## config.mk

```make
export PLATFORM = sky130hd
export DESIGN_NAME = swz_engine
export DESIGN_NICKNAME = d
export VERILOG_FILES = /design/src/rtl/swz_pkg.sv /design/src/rtl/swz_cfg_check.sv /design/src/rtl/swz_addr_gen.sv /design/src/rtl/swz_lane_pack.sv /design/src/rtl/swz_engine.sv
export SDC_FILE = /design/constraint.sdc
export NUM_CORES = 1
export LEC_CHECK = 0
export BUFFER_PORTS_ARGS = -buffer_cell sky130_fd_sc_hd__buf_2
export CORE_MARGIN = 2
export CORE_UTILIZATION = 59
export CTS_CLUSTER_SIZE = 28
export DETAILED_ROUTE_END_ITERATION = 8
export PLACE_DENSITY = 0.87
export SKIP_LAST_GASP = 1
export SLEW_MARGIN = 30
export SYNTH_ARGS = -nofsm -noshare
export SYNTH_HDL_FRONTEND = slang
export SYNTH_HIERARCHICAL = 1
export SYNTH_SLANG_ARGS = --single-unit
```

## constraint.sdc

```tcl
create_clock -name clk -period 7.1 [get_ports clk]
set_clock_uncertainty 0.05 [all_clocks]
set_input_delay 0.71 -clock clk [delete_from_list [all_inputs] [get_ports clk]]
set_output_delay 0.71 -clock clk [all_outputs]
set_load 0.03 [all_outputs]
```

## src/rtl/swz_pkg.sv

```systemverilog
package swz_pkg;
  typedef enum logic [1:0] {
    ST_IDLE = 2'd0,
    ST_RUN  = 2'd1,
    ST_FIN  = 2'd2
  } swz_state_t;

  localparam logic [1:0] EL_B8  = 2'd0;
  localparam logic [1:0] EL_B16 = 2'd1;
  localparam logic [1:0] EL_B32 = 2'd2;

  function automatic logic [1:0] size_shift(input logic [1:0] code);
    case (code)
      EL_B8:   size_shift = 2'd0;
      EL_B16:  size_shift = 2'd1;
      default: size_shift = 2'd2;
    endcase
  endfunction
endpackage

```

## src/rtl/swz_cfg_check.sv

```systemverilog
module swz_cfg_check #(
  parameter int MAXL = 4,
  parameter int SELW = 2,
  parameter int LENW = 3
) (
  input  logic [LENW-1:0]      src_len,
  input  logic [LENW-1:0]      dst_len,
  input  logic [1:0]           el_code,
  input  logic [MAXL*SELW-1:0] sel,
  output logic                 bad
);
  logic [MAXL-1:0] lane_bad;

  for (genvar k = 0; k < MAXL; k++) begin : g_lane
    localparam logic [LENW-1:0] KIDX = LENW'(k);
    always_comb begin
      lane_bad[k] = (KIDX < dst_len) &&
                    (LENW'(sel[k*SELW +: SELW]) >= src_len);
    end
  end

  logic len_bad;
  always_comb begin
    len_bad = (src_len == '0) || (src_len > LENW'(MAXL)) ||
              (dst_len == '0) || (dst_len > LENW'(MAXL));
    bad = len_bad || (el_code == 2'd3) || (|lane_bad);
  end
endmodule

```

## src/rtl/swz_addr_gen.sv

```systemverilog
module swz_addr_gen #(
  parameter int AW   = 16,
  parameter int VLW  = 7,
  parameter int MAXL = 4,
  parameter int SELW = 2,
  parameter int LENW = 3
) (
  input  logic                 clk,
  input  logic                 rst_n,
  input  logic                 load,
  input  logic                 step,
  input  logic [VLW-1:0]       vl,
  input  logic [LENW-1:0]      sl,
  input  logic [LENW-1:0]      dl,
  input  logic [MAXL*SELW-1:0] sel,
  input  logic [1:0]           shift,
  input  logic [AW-1:0]        src_base,
  input  logic [AW-1:0]        dst_base,
  output logic [AW-1:0]        rd_addr,
  output logic [AW-1:0]        wr_addr,
  output logic                 last
);
  localparam int IDXW = VLW + LENW;

  logic [VLW-1:0]  sub_q;
  logic [SELW-1:0] lane_q;
  logic [IDXW-1:0] sbase_q;
  logic [IDXW-1:0] didx_q;
  logic            lane_end;

  always_comb begin
    lane_end = (LENW'(lane_q) == dl - LENW'(1));
    last     = lane_end && (sub_q == vl - VLW'(1));
  end

  always_ff @(posedge clk or negedge rst_n) begin
    if (!rst_n) begin
      sub_q   <= '0;
      lane_q  <= '0;
      sbase_q <= '0;
      didx_q  <= '0;
    end else if (load) begin
      sub_q   <= '0;
      lane_q  <= '0;
      sbase_q <= '0;
      didx_q  <= '0;
    end else if (step) begin
      didx_q <= didx_q + IDXW'(1);
      if (lane_end) begin
        lane_q  <= '0;
        sub_q   <= sub_q + VLW'(1);
        sbase_q <= sbase_q + IDXW'(sl);
      end else begin
        lane_q <= lane_q + SELW'(1);
      end
    end
  end

  logic [IDXW-1:0] sidx;
  always_comb begin
    sidx    = sbase_q + IDXW'(sel[lane_q*SELW +: SELW]);
    rd_addr = src_base + (AW'(sidx) << shift);
    wr_addr = dst_base + (AW'(didx_q) << shift);
  end
endmodule

```

## src/rtl/swz_lane_pack.sv

```systemverilog
module swz_lane_pack #(
  parameter int DW = 32
) (
  input  logic [1:0]    el_code,
  input  logic [DW-1:0] raw,
  output logic [DW-1:0] elem
);
  always_comb begin
    case (el_code)
      swz_pkg::EL_B8:  elem = DW'(raw[7:0]);
      swz_pkg::EL_B16: elem = DW'(raw[15:0]);
      default:         elem = raw;
    endcase
  end
endmodule

```

## src/rtl/swz_engine.sv

```systemverilog
module swz_engine #(
  parameter int AW   = 16,
  parameter int VLW  = 7,
  parameter int MAXL = 4,
  localparam int SELW = $clog2(MAXL),
  localparam int LENW = $clog2(MAXL + 1),
  localparam int DW   = 32
) (
  input  logic                 clk,
  input  logic                 rst_n,
  input  logic                 start,
  input  logic [VLW-1:0]       vl,
  input  logic [LENW-1:0]      src_len,
  input  logic [LENW-1:0]      dst_len,
  input  logic [1:0]           el_code,
  input  logic [MAXL*SELW-1:0] sel,
  input  logic [AW-1:0]        src_base,
  input  logic [AW-1:0]        dst_base,
  output logic                 busy,
  output logic                 done,
  output logic                 err,
  output logic                 rd_en,
  output logic [AW-1:0]        rd_addr,
  input  logic [DW-1:0]        rd_data,
  output logic                 wr_valid,
  input  logic                 wr_ready,
  output logic [AW-1:0]        wr_addr,
  output logic [DW-1:0]        wr_data,
  output logic [1:0]           wr_size
);
  import swz_pkg::*;

  swz_state_t           st_q;
  logic [VLW-1:0]       vl_q;
  logic [LENW-1:0]      sl_q;
  logic [LENW-1:0]      dl_q;
  logic [1:0]           ec_q;
  logic [MAXL*SELW-1:0] sel_q;
  logic [AW-1:0]        sb_q;
  logic [AW-1:0]        db_q;
  logic                 err_q;
  logic                 cfg_bad;
  logic                 accept;
  logic                 fire;
  logic                 last;

  swz_cfg_check #(.MAXL(MAXL), .SELW(SELW), .LENW(LENW)) u_check (
    .src_len(src_len), .dst_len(dst_len), .el_code(el_code),
    .sel(sel), .bad(cfg_bad)
  );

  assign accept = start && (st_q == ST_IDLE);
  assign fire   = (st_q == ST_RUN) && wr_ready;

  always_ff @(posedge clk or negedge rst_n) begin
    if (!rst_n) begin
      st_q  <= ST_IDLE;
      vl_q  <= '0;
      sl_q  <= '0;
      dl_q  <= '0;
      ec_q  <= '0;
      sel_q <= '0;
      sb_q  <= '0;
      db_q  <= '0;
      err_q <= 1'b0;
    end else begin
      case (st_q)
        ST_IDLE: if (accept) begin
          vl_q  <= vl;
          sl_q  <= src_len;
          dl_q  <= dst_len;
          ec_q  <= el_code;
          sel_q <= sel;
          sb_q  <= src_base;
          db_q  <= dst_base;
          err_q <= cfg_bad;
          st_q  <= (cfg_bad || vl == '0) ? ST_FIN : ST_RUN;
        end
        ST_RUN: if (fire && last) st_q <= ST_FIN;
        default: begin
          st_q  <= ST_IDLE;
          err_q <= 1'b0;
        end
      endcase
    end
  end

  swz_addr_gen #(
    .AW(AW), .VLW(VLW), .MAXL(MAXL), .SELW(SELW), .LENW(LENW)
  ) u_addr (
    .clk(clk), .rst_n(rst_n), .load(accept), .step(fire),
    .vl(vl_q), .sl(sl_q), .dl(dl_q), .sel(sel_q),
    .shift(size_shift(ec_q)), .src_base(sb_q), .dst_base(db_q),
    .rd_addr(rd_addr), .wr_addr(wr_addr), .last(last)
  );

  swz_lane_pack #(.DW(DW)) u_pack (
    .el_code(ec_q), .raw(rd_data), .elem(wr_data)
  );

  assign busy     = (st_q != ST_IDLE);
  assign done     = (st_q == ST_FIN);
  assign err      = done && err_q;
  assign wr_valid = (st_q == ST_RUN);
  assign rd_en    = (st_q == ST_RUN);
  assign wr_size  = ec_q;
endmodule

```

# Yosys cells after proc, flatten, opt, wreduce, memory -nomap -nowiden

Cells that the tools add are included.

Bits in registers: 87
Input port bits: 91
Output and inout port bits: 71
Logic and storage cells: 91

$add $sub $neg: 9
Magnitude comparators: 10
Equality and inequality tests: 8
Shift-type cells: 3
Mux-type cells: 19
Bitwise logic cells: 1
Reduce and logical (&&, ||, !) cells: 28

Operators with widths:

| kind                                                       | number |
|---|---|
| case mux 32 bit (2 select lines)                           | 1 |
| 2-to-1 mux 10 bit                                          | 5 |
| adder 16 bit                                               | 2 |
| left shift 10 x 2 -> 16 bit                                | 2 |
| 2-to-1 mux 7 bit                                           | 3 |
| greater-or-equal comparator 2 x 3 -> 1 bit                 | 4 |
| 2-to-1 mux 2 bit                                           | 6 |
| adder 10 x 1 -> 10 bit (second input constant)             | 1 |
| adder 10 x 2 -> 10 bit                                     | 1 |
| adder 10 x 3 -> 10 bit                                     | 1 |
| logical AND 1 bit                                          | 9 |
| case mux 2 bit (2 select lines)                            | 2 |
| AND reduction 2 bit                                        | 4 |
| indexed part select 8 x 4 -> 2 bit                         | 1 |
| adder 7 x 1 -> 7 bit (second input constant)               | 1 |
| equality test 7 bit                                        | 1 |
| logical NOT 7 bit                                          | 1 |
| subtractor 7 x 1 -> 7 bit (second input constant)          | 1 |
| greater-than comparator 3 bit (second input constant)      | 2 |
| logical NOT 3 bit                                          | 2 |
| logical OR 1 bit                                           | 6 |
| less-than comparator 1 x 3 -> 1 bit (first input constant) | 2 |
| less-than comparator 2 x 3 -> 1 bit (first input constant) | 2 |
| nonzero test 2 bit                                         | 3 |
| 12 further kinds                                           | 15 |

# Logic depth before layout (Yosys ltp)

Word-level depth: 10
Depth in mapped cells: 17
Gate-level depth less buffers: 16

# Cells and area by module

Netlist, hierarchy kept.

By module, submodules not included:

| module        | instances | cells each | area each (um^2) | sequential area each (um^2) |
|---|---|---|---|---|
| swz_addr_gen  | 1         | 462        | 3,732.3          | 725.7 |
| swz_engine    | 1         | 139        | 2,411.1          | 1,451.4 |
| swz_lane_pack | 1         | 35         | 251.5            | 0.0 |
| swz_cfg_check | 1         | 31         | 242.7            | 0.0 |

# Worst setup path after synthesis

No wires, ideal clock.

Path type: reg2out
From: register u_addr.lane_q[0]
To: output rd_addr[13]
Data arrival time: 4.008 ns
Data required time: 6.340 ns
Path slack: 2.332 ns
Cell stages (with the launch flop): 16
Buffers on the path: 1
Cells stage by stage: dfrtp_1 -> buf_4 -> mux4_2 -> ha_1 -> fa_1 -> nand3_1 -> xor2_1 -> mux2_2 -> mux2i_1 -> ha_1 -> and3_1 -> a221oi_2 -> nor3b_1 -> o41a_1 -> o31ai_1 -> xnor2_1

Word-level cells in the longest chain between the ends: 4

Ends and longest elaborated chain:

| item                               | RTL line           | source |
|---|---|---|
| start, declared                    | swz_addr_gen.sv:26 | `logic [SELW-1:0] lane_q;` |
| start signal, assigned             | swz_addr_gen.sv:54 | `lane_q <= lane_q + SELW'(1);` |
| indexed part select 8 x 4 -> 2 bit | swz_addr_gen.sv:61 | `sidx = sbase_q + IDXW'(sel[lane_q*SELW +: SELW]);` |
| adder 10 x 2 -> 10 bit             | swz_addr_gen.sv:61 |  |
| left shift 10 x 2 -> 16 bit        | swz_addr_gen.sv:62 | `rd_addr = src_base + (AW'(sidx) << shift);` |
| adder 16 bit                       | swz_addr_gen.sv:62 |  |
| end, declared                      | swz_engine.sv:23   | `output logic [AW-1:0] rd_addr,` |

Every way passes these cells.

# Worst setup path in the final report

From: register u_addr.lane_q[0]
To: output rd_addr[15]

The elaborated chain is that of the path after synthesis.

==> key figures <==
Cells and area
  • Layout Cells excl Fill: about 940
  • Multi-input gate area: just over 4000 um2
  • Share of cells above drive strength 1: between 30% and 40%
  • Nets: between 900 and 1000
  • Area Growth Syn to Fin: 13.6%
  • Storage cell area: between 2000 and 2500 um2
  • Ant. Diodes: 0
  • Fillers: about 800

Run status
  • Status: finished clean

Detailed routing
  • Via count: roughly 5400
  • DRC: 0
  • DR pass1 iterations: 5
  • Routed length per placed instance: about 16 um
  • Antenna-violating nets left: 0
  • Final WL: 15.1 mm
  • Via-to-Cell Ratio: ~5.8
  • DRT iter0 DRCs: ~230

Synthesis
  • Avg Inst Size Synth: between 9 and 10 um2
  • Synth Flop Type: dfrtp_1
  • Syn Nets: between 800 and 900
  • Mapped Cells: 667
  • Unique masters post-synth: 63
  • Post-Syn Area: 6640 um2
  • Post-synthesis compound-gate area fraction: 13.5%
  • Mux cell area share after synthesis: between 10% and 20%
  • Simple-gate share of the synthesized area: roughly 15%
  • Synth warn: 6
  • Largest family of logic cells by synthesized area: multiplexers
  • Register area share after synthesis: around 33%
  • XOR/XNOR Fraction of Synth Area: about 8.4%
  • Synth Area in Adders: under 10%
  • Post-synth EDFFs: 0
  • Asr flop ratio synth: 100%
  • Synth Register Bits: between 80 and 90

Timing
  • Max_slew headroom: around 47%
  • Final Max Tran Viols: 0
  • Max Fclk: between 150 and 200 MHz
  • Final Hold Violating Endpoints: 0
  • Unrepaired setup endpoints after global routing: no
  • Setup Viol. Count Final: 0
  • Tcrit/Tclk final: around four fifths
  • Final critical-path required period: between 5 and 6 ns
  • Worst slew pin tran: ~0.8 ns
  • Setup TNS: 0 ns

Global route
  • Initial antenna violation count: 0
  • Largest net degree at the start of global routing: slightly below 90
  • Vias in the first global route: roughly 5400
  • First-pass GRT wire length: 24.8 mm
  • Gr usage total: between 20% and 30%
  • Total gr overflow: 0

Floorplanning
  • Die Height: 110 um
  • Core area: 10900 um2
  • Die W: about 110 um
  • IO Count: 162
  • Row count: 38
  • Starting density of the core: a little over 60%
  • Die area: 12100 um2

Clocking
  • Number of CTS-inserted buffers: 9
  • Root Buffer: clkbuf_8
  • Clock tree buffer depth: 2
  • # H-tree levels: 3
  • # hold bufs at CTS: 0
  • Post-CTS Resized: 0
  • Clock slew at reported path FFs: around 0.08 ns
  • Latest clock arrival within the worst-skew pair: approximately 0.37 ns
  • CTS sink cnt: slightly below 90
  • CTS tree: built
  • Postcts setup bufs: 0

Run
  • Max cap viols: 0

Power
  • Maximum vdd drop: ~0.27 mV
  • Leakage Power: ~3.7 nW
  • PD cells: between 200 and 300 nW/um2

Min path
  • Worst hold-check path type: input pin to async pin

Place
  • PortBufs: ~150
  • Routability cong.: around 0.85
  • Placed cells: 921
  • Detail Placement HPWL: 11.2 mm

Setup path
  • Startpoint Class: flop
  • Crit path arrival time: 4.84 ns
  • Worst reg2reg startpoint: dl_q[0]
  • Crit path required time: about 6.3 ns
  • Crit path kind: flop to primary output
  • Launch point of the worst path: u_addr/lane_q[0]
  • Largest fanout on the critical path: 7
  • CP endpoint kind: primary output
synthesized netlist by cell type, types with 3 or more instances:
cell type,instances,area [um2]
o21ai_0,22,110
nor2_1,55,206
nand2_1,47,176
xnor2_1,32,280
a211oi_1,8,60.1
a21o_1,17,128
and3_1,11,68.8
nor2b_1,8,50.1
a22oi_1,3,22.5
nor4_1,3,18.8
mux4_2,4,90.1
nor3_1,13,65.1
ha_1,44,551
o2111ai_1,4,35.0
nand4_1,10,62.6
nand2b_1,9,56.3
inv_1,24,90.1
fa_1,4,80.1
o31ai_1,4,30.0
xor2_1,32,280
clkbuf_1,13,48.8
mux2_2,28,315
and2_2,3,22.5
nand3_1,6,30.0
o21a_1,16,120
buf_12,4,80.1
a31oi_1,7,43.8
buf_4,12,90.1
a21oi_1,28,140
a21boi_0,4,30.0
and2_1,15,93.8
mux2i_1,19,190
dfrtp_1,87,2180
mux2_4,30,450
or2_2,5,31.3
power by group:
part           leakage [nW]  switching [W]  internal, W  total (W)
sequential             1.08      0.0000812     0.000586   0.000668
combinational          2.55       0.000723     0.000471    0.00119
clock                 0.105       0.000180     0.000178   0.000359
total                  3.73       0.000985      0.00124    0.00222
sequential cells by signal, summed over array words and instances, names as in the netlist:
signal and count:
u_addr/sub_q 7, sel_q 8, sl_q 3, u_addr/sbase_q 10, db_q 16, err_q 1, u_addr/didx_q 10, st_q 2
wr_size 2, vl_q 7, u_addr/lane_q 2, dl_q 3, sb_q 16
worst max-delay path: stages, from the launching register on:
cell and delay, ns:
dfrtp_1 0.52, mux4_2 0.55, ha_1 0.23, fa_1 0.42, nand3_1 0.10, xor2_1 0.08, mux2_2 0.29, mux2i_1 0.15
ha_1 0.30, and3_1 0.22, a221oi_2 0.37, nor3b_1 0.12, o41a_1 0.44, o31ai_1 0.30, xnor2_1 0.17, buf_2 0.22
per-layer routing:
metal	part of all wire [%]	track usage, %	up-vias
li1	-	-	2610
met1	43	31.8	2642
met2	51	46.1	121
met3	4.1	5.11	24
met4	1.7	7.23	0
met5	0	0	-
worst paths after layout:
path | endpoint | slack (ns) | depth (start not counted)
min in group clk | sel_q[2] | 0.47 | 1
setup reg to reg | st_q[1] | 4.52 | 8
max in group asynchronous | db_q[11] | 6.13 | 1
setup / recovery | rd_addr[15] | 1.50 | 15
hold reg to reg | sel_q[2] | 0.47 | 1
hold / removal | wr_size[0] | 0.35 | 1
placed cells by master (no fill, tap or decap), types with 8 or more instances in the layout:
cell and instances:
nand2_1 47, ha_1 44, dfrtp_1 87, xor2_1 32, nand2b_1 9, nor3_1 13
o21a_1 16, mux2_2 28, nor2_1 55, and3_1 11, mux2i_1 19, a21oi_1 28
xnor2_1 32, buf_2 144, nand4_1 10, inv_1 24, mux2_4 30, a21o_1 17
clkbuf_8 11, a211oi_1 8, and2_1 15, o21ai_0 22
cell type report:
cell class / instances / area share [%]
clock buffers: 11 / 2.01
repair buffers: 149 / 10.4
inverters: 24 / 1.19
well taps: 140 / 2.32
multi-input cells: 522 / 54.6
clock inverters: 4 / 0.597
flip-flops and latches: 87 / 28.9
cells by family after synthesis:
kind of cell	Yosys count
buffers and inverters	58
AOI/OAI and AO/OA	132
and+or+nand+nor	196
adders and majority gates	49
muxes	81
xor gates and xnor gates	64
DFF	87
per-stage QoR:
stage	power, W	worst slack (ns)	instance area, um2	utilization (%)	hold WS (ns)
global placement	0.00182	2.03	7310	67.2	0.435
finish	0.00222	1.50	7540	69.2	0.352
floorplan	0.00159	2.33	6640	-	0.364
detailed placement	0.00186	1.91	7320	67.2	0.449
global route	0.00236	1.14	7540	69.2	0.395
CTS	0.00222	1.48	7510	69.0	0.376
(Power assumes the default switching activity.)
